## src/rtl/wom_pkg.sv

```systemverilog
package wom_pkg;
  // Strobes from the control to the cell datapath.
  typedef struct packed {
    logic clearCells;
    logic commitCells;
  } wom_strobe_t;
endpackage

```

## src/rtl/wom_datapath.sv

```systemverilog
module wom_datapath #(
  parameter int SYN_W = 3,
  localparam int CELLS = (1 << SYN_W) - 1
) (
  input  logic                 clk,
  input  logic                 rst,
  input  wom_pkg::wom_strobe_t strb,
  input  logic [SYN_W-1:0]     wrData,
  output logic [CELLS-1:0]     cellQ,
  output logic [SYN_W-1:0]     synOut,
  output logic                 solvable
);
  logic [SYN_W-1:0] diff;
  logic [CELLS-1:0] singleMask;
  logic [CELLS-1:0] pairMask;
  logic [CELLS-1:0] addMask;
  logic             singleHit;
  logic             pairHit;

  // Syndrome of current cells: column for bit i is i+1.
  always_comb begin
    synOut = '0;
    for (int i = 0; i < CELLS; i++) begin
      if (cellQ[i]) synOut = synOut ^ SYN_W'(i + 1);
    end
  end

  assign diff = wrData ^ synOut;

  // Single-cell candidates, one per column.
  genvar g;
  generate
    for (g = 0; g < CELLS; g++) begin : g_single
      assign singleMask[g] = (diff == SYN_W'(g + 1)) && !cellQ[g];
    end
  endgenerate

  assign singleHit = |singleMask;

  // Pair search: lowest first index, then lowest second index.
  always_comb begin
    pairMask = '0;
    pairHit  = 1'b0;
    for (int a = 0; a < CELLS; a++) begin
      for (int b = a + 1; b < CELLS; b++) begin
        if (!pairHit && !cellQ[a] && !cellQ[b] &&
            ((SYN_W'(a + 1) ^ SYN_W'(b + 1)) == diff)) begin
          pairHit     = 1'b1;
          pairMask[a] = 1'b1;
          pairMask[b] = 1'b1;
        end
      end
    end
  end

  always_comb begin
    if (diff == '0)     addMask = '0;
    else if (singleHit) addMask = singleMask;
    else if (pairHit)   addMask = pairMask;
    else                addMask = '0;
  end

  assign solvable = (diff == '0) || singleHit || pairHit;

  always_ff @(posedge clk) begin
    if (rst)                   cellQ <= '0;
    else if (strb.clearCells)  cellQ <= '0;
    else if (strb.commitCells) cellQ <= cellQ | addMask;
  end

  AST_CELLS_MONOTONE: assert property (@(posedge clk) disable iff (rst)
    !strb.clearCells |=> ((cellQ & $past(cellQ)) == $past(cellQ)));

  AST_MIN_WEIGHT: assert property (@(posedge clk) disable iff (rst)
    strb.commitCells |=> ($countones(cellQ ^ $past(cellQ)) <= 2));

  AST_SAME_DATA_IDLE: assert property (@(posedge clk) disable iff (rst)
    (strb.commitCells && wrData == synOut) |=> $stable(cellQ));
endmodule

```

## src/rtl/wom_ctrl.sv

```systemverilog
module wom_ctrl (
  input  logic                 clk,
  input  logic                 rst,
  input  logic                 eraseIn,
  input  logic                 wrEn,
  input  logic                 solvable,
  output wom_pkg::wom_strobe_t strb,
  output logic                 doneQ,
  output logic                 fullQ
);
  typedef enum logic {ST_OPEN, ST_FULL} state_t;
  state_t state;

  always_comb begin
    strb.clearCells  = eraseIn;
    strb.commitCells = wrEn && !eraseIn && (state == ST_OPEN) && solvable;
  end

  assign fullQ = (state == ST_FULL);

  always_ff @(posedge clk) begin
    if (rst) begin
      state <= ST_OPEN;
      doneQ <= 1'b0;
    end else begin
      doneQ <= wrEn && !eraseIn;
      if (eraseIn)
        state <= ST_OPEN;
      else if (wrEn && state == ST_OPEN && !solvable)
        state <= ST_FULL;
    end
  end

  AST_FULL_STICKY: assert property (@(posedge clk) disable iff (rst)
    (fullQ && !eraseIn) |=> fullQ);

  AST_ERASE_OPENS: assert property (@(posedge clk) disable iff (rst)
    eraseIn |=> (!fullQ && !doneQ));

  AST_DONE_PULSE: assert property (@(posedge clk) disable iff (rst)
    (wrEn && !eraseIn) |=> doneQ);
endmodule

```

## src/rtl/wom_coset_encoder.sv

```systemverilog
module wom_coset_encoder #(
  parameter int SYN_W = 3,
  localparam int CELLS = (1 << SYN_W) - 1
) (
  input  logic             clk,
  input  logic             rst,
  input  logic             eraseIn,
  input  logic             wrEn,
  input  logic [SYN_W-1:0] wrData,
  output logic [CELLS-1:0] cellState,
  output logic [SYN_W-1:0] rdData,
  output logic             doneOut,
  output logic             memFull
);
  wom_pkg::wom_strobe_t strb;
  logic solvable;

  wom_ctrl u_ctrl (
    .clk(clk), .rst(rst), .eraseIn(eraseIn), .wrEn(wrEn),
    .solvable(solvable), .strb(strb), .doneQ(doneOut), .fullQ(memFull)
  );

  wom_datapath #(.SYN_W(SYN_W)) u_dp (
    .clk(clk), .rst(rst), .strb(strb), .wrData(wrData),
    .cellQ(cellState), .synOut(rdData), .solvable(solvable)
  );

  AST_DECODE_MATCH: assert property (@(posedge clk) disable iff (rst)
    (wrEn && !eraseIn && !memFull && solvable) |=> (rdData == $past(wrData)));

  AST_FAIL_HOLDS: assert property (@(posedge clk) disable iff (rst)
    (wrEn && !eraseIn && !solvable) |=> ($stable(cellState) && memFull));
endmodule

```

## config.mk

```make
export PLATFORM = sky130hd
export DESIGN_NAME = wom_coset_encoder
export DESIGN_NICKNAME = d
export VERILOG_FILES = /design/src/rtl/wom_pkg.sv /design/src/rtl/wom_datapath.sv /design/src/rtl/wom_ctrl.sv /design/src/rtl/wom_coset_encoder.sv
export SDC_FILE = /design/constraint.sdc
export NUM_CORES = 1
export LEC_CHECK = 0
export BUFFER_PORTS_ARGS = -buffer_cell sky130_fd_sc_hd__buf_2
export CAP_MARGIN = 40
export CORE_MARGIN = 3
export CORE_UTILIZATION = 40
export CTS_CLUSTER_DIAMETER = 80
export DETAILED_ROUTE_END_ITERATION = 8
export PLACE_DENSITY_LB_ADDON = 0.2
export SLEW_MARGIN = 20
export SYNTH_ARGS = -nofsm -noshare
export SYNTH_HDL_FRONTEND = slang
export SYNTH_SLANG_ARGS = --single-unit
export TNS_END_PERCENT = 5
```

## constraint.sdc

```tcl
create_clock -name clk -period 9.1 [get_ports clk]
set_input_delay 1.82 -clock clk [delete_from_list [all_inputs] [get_ports clk]]
set_output_delay 1.82 -clock clk [all_outputs]
set_load 0.05 [all_outputs]
```

-- Word-level counts from Yosys, hierarchy flattened
Cells that the tools add are included.
- output and inout port bits: 12
- input port bits: 7
- register bits: 9
- logic and storage cells: 201
- reductions and logical operators: 108
- bitwise operators: 9
- equal/unequal tests: 14
- muxes and demuxes: 67
- operators by type and width (kind ; count):
    $logic_and A1 B1 Y1 ; 74
    $mux W1 ; 52
    $logic_not A1 Y1 ; 29
    $mux W7 ; 3
    $mux W2 ; 8
    $eq A3 B3 Y1 const A ; 4
    $eq A3 B3 Y1 const B ; 4
    $mux W3 ; 4
    $or A7 B7 Y7 ; 1
    $reduce_or A7 Y1 ; 1
    $eq A2 B3 Y1 const A ; 2
    $eq A3 B2 Y1 const B ; 2
    $not A2 Y2 ; 3
    $eq A1 B3 Y1 const A ; 1
    $eq A3 B1 Y1 const B ; 1
    $logic_not A3 Y1 ; 1
    $not A3 Y3 ; 1
    $xor A3 B3 Y3 ; 1
    $logic_or A1 B1 Y1 ; 2
    $not A1 Y1 const A ; 2
    $reduce_or A2 Y1 ; 1
    $not A1 Y1 ; 1

-- Longest topological paths before layout
- depth after elaboration: 119
- gate-level depth with buffers: 10
- depth with buffers taken out: 8

-- By module
A second synthesis with hierarchy kept.
- cell total of the unflattened synthesis: 173
- area, all modules: 1427.6 um^2
- modules (own cells, without submodules) (module ; area each (um^2) ; seq. area each (um^2) ; times used ; cells an instance):
    wom_datapath ; 1342.5 ; 140.1 ; 1 ; 165
    wom_ctrl ; 85.1 ; 40.0 ; 1 ; 8

-- Worst setup path before layout
No wires, ideal clock.
- kind: in2reg
- start: input wrData[1]
- end: register u_dp.cellQ[5]
- setup time: 0.120 ns
- path slack: 4.994 ns
- data required time: 8.980 ns
- path buffers: 1
- arrival: 3.986 ns
- stages on the path: 9
- cells stage by stage: clkbuf_1 -> xnor3_2 -> xor2_2 -> nor3_2 -> a311o_1 -> a21oi_4 -> nor4b_2 -> nor4_1 -> o31a_1
- word-level cells in the longest chain between the ends: 108
- elaborated cells on any way between the ends: 139
- those cells by class: eq/ne (14); mux (30); bitwise (2); reduce/logical (93)
- ends and longest elaborated chain (what ; RTL line ; text):
    start, declared ; wom_coset_encoder.sv:9 ; input logic [SYN_W-1:0] wrData,
    $xor A3 B3 Y3 * ; wom_datapath.sv:28 ; assign diff = wrData ^ synOut;
    $eq A2 B3 Y1 ; wom_datapath.sv:34, wom_datapath.sv:47 ;
    $logic_and A1 B1 Y1 ; wom_datapath.sv:46 ; if (!pairHit && !cellQ[a] && !cellQ[b] &&
    $mux W1 ; wom_datapath.sv:46 ;
    $logic_not A1 Y1 ; wom_datapath.sv:46 ;
    $logic_and A1 B1 Y1 (3 in series) ; wom_datapath.sv:46 ;
    $mux W1 ; wom_datapath.sv:46 ;
    $logic_not A1 Y1 ; wom_datapath.sv:46 ;
    [... 88 more ...] ; -- ;
    $mux W1 ; wom_datapath.sv:46 ;
    $logic_not A1 Y1 ; wom_datapath.sv:46 ;
    $logic_and A1 B1 Y1 (3 in series) ; wom_datapath.sv:46 ;
    $mux W2 / $mux W1 (equally long branches) ; wom_datapath.sv:46 ;
    $mux W7 ; wom_datapath.sv:59 ; else if (pairHit) addMask = pairMask;
    $mux W7 ; wom_datapath.sv:58 ; else if (singleHit) addMask = singleMask;
    $mux W7 ; wom_datapath.sv:57 ; if (diff == '0) addMask = '0;
    $or A7 B7 Y7 ; wom_datapath.sv:68 ; else if (strb.commitCells) cellQ <= cellQ | addMask;
    end signal, assigned ; wom_datapath.sv:68 ;
    end, declared ; wom_datapath.sv:9 ; output logic [CELLS-1:0] cellQ,
Mark *: on every way between the ends. The rest lies on a longest branch, timed or not.
A chain may end at the register's enable or synchronous reset.

-- Worst setup path in the final report
Ends and elaborated chain as after synthesis.

==> metrics.txt <==
worst-margin pin slew 0.813 ns; EDFF count, synth 0; Hold Vio Cnt, Final 0; final setup vio count 0; Max-slew headroom 45.8%; drt first pass iters 5; status completed; fmax 0.222 GHz; CP Launch Type primary input; worst hold slack 0.480 ns; final core occ a little under half; later-pin clock latency in the skew report 0.24 ns; total negative setup slack 0 ns; post-synthesis adder-cell area fraction 1.26%; Avg Vias per Cell ~6.3; antenna-violating nets left 0; post-synthesis mux area share less than 1%; Top FF cell, synth dfxtp_1; Detail Placement HPWL about 3.0 mm; core region area about 0.0037 mm2; final worst path period share 49.5%; largest net degree at the start of global routing 24; Port Buffers 18; Compound-Gate Fraction of Synth Area 27.4%; syn_area_per_cell 8.28 um2; Rows 22; fillers 388; register area share after synthesis a little under an eighth; # IOs 19; RSZ-0062 raised after global routing false; CP Max Fanout 15; WHS Path Cells 2; Leak Pwr 0.628 nW; Resize count post-CTS 0; Avg WL per Cell between 15 and 20 um; global route total overflow 0; first-pass GRT wire length 7.21 mm; antenna cells 0; R2R Path End u_dp.cellQ[5]$_SDFFE_PP0P_; delay-heaviest family, CP XOR/XNOR gates; hold path endpoint u_ctrl.fullQ$_SDFFE_PP0P_; reg2reg path depth 8; post-synthesis xor/xnor area fraction 29.3%; ys async rst share 0%; Netlist cell types 65; pre-CTS WS between 4 and 5 ns; Layout area overhead 8.81%; critical path class in2reg; gpl congestion 0.981; FF+latch count, synth 9; Worst R2R Start u_dp.cellQ[1]$_SDFFE_PP0P_; antenna violations before repair 0; Total GRT Usage 18.2%; WL final 4.34 mm; Clock Sinks 9; synthesized area 0.00159 mm2; clock-pin slew on the worst setup and hold paths 0.04 ns; syn_nets 199; Worst EP arrival 4.63 ns; Longest Clk Path Bufs 2; Initial Util 42.5%; area share of and/or/nand/nor cells after synthesis 23.4%; Mapped Cells ~190; clock tree from TritonCTS built; Overall Power 0.245 mW; PnR worst setup slack between 4 and 5 ns; slowest stage delay, CP a little under 0.7 ns; CTS root buf clkbuf_8; clk_skew between 0.001 and 0.0015 ns; Setup crit end kind flip-flop; Post-CTS Hold Buffers 0; shortest period the worst path allows 4.50 ns; Worst Hold Class reg2reg; worst vdd ir around 0.036 mV; Remaining DRCs 0; maxcap violations 0; pwr dens 142 mW/mm2; WP buf/inv 1; drt first-iter violations 191; Die ar. 0.00477 mm2; Warnings, synthesis 0; HP Start u_ctrl.fullQ$_SDFFE_PP0P_; storage element area 180 um2; number of setup buffers added after CTS 0; total number of vias between 1500 and 2000; vias in the first global route roughly 1400; CTS Buf Count 3; worst path required time 9.22 ns; die height 69.1 um; main combinational cell family by area after synthesis XOR/XNOR gates; Max H-tree Level 1; Slew Limit Fails 0; R2R setup slack 5.38 ns; share of cells above drive strength 1 23.0%; fin nets 208; most frequent cells in the layout nor2_1 (20), buf_2 (18), a21oi_1 (16), xnor2_1 (14), nand2_1 (10); die width between 60 and 70 um; area of the multi-input gates 0.00130 mm2; most common cell after layout, fill and taps aside nor2_1; CP max-delay cell xor2_2; cell breakdown of the critical path buf_2 > xnor3_2 > xor2_2 > nor3_2 > a311o_1 > a21oi_4 > nor4b_2 > nor4_1 > o31a_1
[kinds of logic after synthesis]
logic type               count (synthesis)
flip-flops                               9
multiplexers                             1
adder cells (fa/ha/maj)                  2
XOR/XNOR                                33
buffers and inverters                   23
AND/OR/NAND/NOR                         68
AO/OA/AOI/OAI                           56
[worst max-delay path by stage]
stage,from,to,slack (ns),cells past startpoint
finish,wrData[1],u_dp.cellQ[5]$_SDFFE_PP0P_,4.60,9
global route,wrData[1],u_dp.cellQ[5]$_SDFFE_PP0P_,4.48,9
CTS,wrData[1],u_dp.cellQ[5]$_SDFFE_PP0P_,4.64,9
detailed placement,wrData[1],u_dp.cellQ[5]$_SDFFE_PP0P_,4.40,9
global placement,wrData[1],u_dp.cellQ[5]$_SDFFE_PP0P_,4.45,9
floorplan,wrData[1],u_dp.cellQ[5]$_SDFFE_PP0P_,4.99,9
[final cells by class]
| class | count | share of cell area (%) |
|---|---|---|
| Clock buffer | 4 | 2.60 |
| Inverter | 5 | 1.08 |
| Multi-Input combinational cell | 160 | 75.3 |
| Sequential cell | 9 | 10.4 |
| Tap cell | 48 | 3.47 |
| Timing Repair Buffer | 22 | 7.16 |
[flip-flops by register name, summed over array words and instances (netlist names)]
| signal | count |
|---|---|
| u_ctrl.fullQ | 1 |
| u_dp.cellQ | 7 |
| u_ctrl.doneQ | 1 |
[tightest hold or removal path: stages, from the launching register on]
cell and delay (ns):
dfxtp_1 0.33, a21oi_1 0.05, nor2_1 0.07
[metal layers]
layer / global-route usage [%] / vias up / wire, um / share of wire [%]
li1: - / 718 / - / -
met1: 25.5 / 741 / 1940 / 45
met2: 28.0 / 97 / 2020 / 46
met3: 3.79 / 8 / 344 / 7.9
met4: 5.21 / 0 / 40 / 0.92
met5: 0 / - / 0 / 0
[power breakdown]
group          internal (mW)  total (mW)  leakage [nW]  switching, mW
Clock                 0.0306      0.0470        0.0228         0.0164
Combinational         0.0542       0.153         0.532         0.0992
Sequential            0.0409      0.0449        0.0728        0.00402
[cells in the mapped netlist (all sizes together), types with 2 or more instances]
cell     number  area share [%]
nor2         20             4.7
a21oi        17             6.1
xnor2        16              10
xor2         12              12
nand2        11             2.8
buf          10             3.6
nor3         10             3.8
dfxtp         9              11
clkbuf        8             2.0
o21ai         7             2.2
a31oi         6             2.8
inv           5             1.2
nor4          5             2.0
or3           4             1.6
xnor3         4             5.7
nand2b        3             1.2
nand3         3            0.94
o31ai         3             2.3
a211o         2             1.1
a32oi         2             1.1
a41oi         2             1.1
and4          2             1.1
maj3          2             1.3
nor4b         2             1.5
o2111ai       2             1.1
o31a          2             1.1
o32ai         2             1.6
[per-stage QoR]
step / instances / area (um2)
floorplan: 192 / 1590
global placement: 243 / 1670
detailed placement: 244 / 1690
CTS: 248 / 1730
global route: 248 / 1730
finish: 248 / 1730
(Power assumes the default switching activity.)
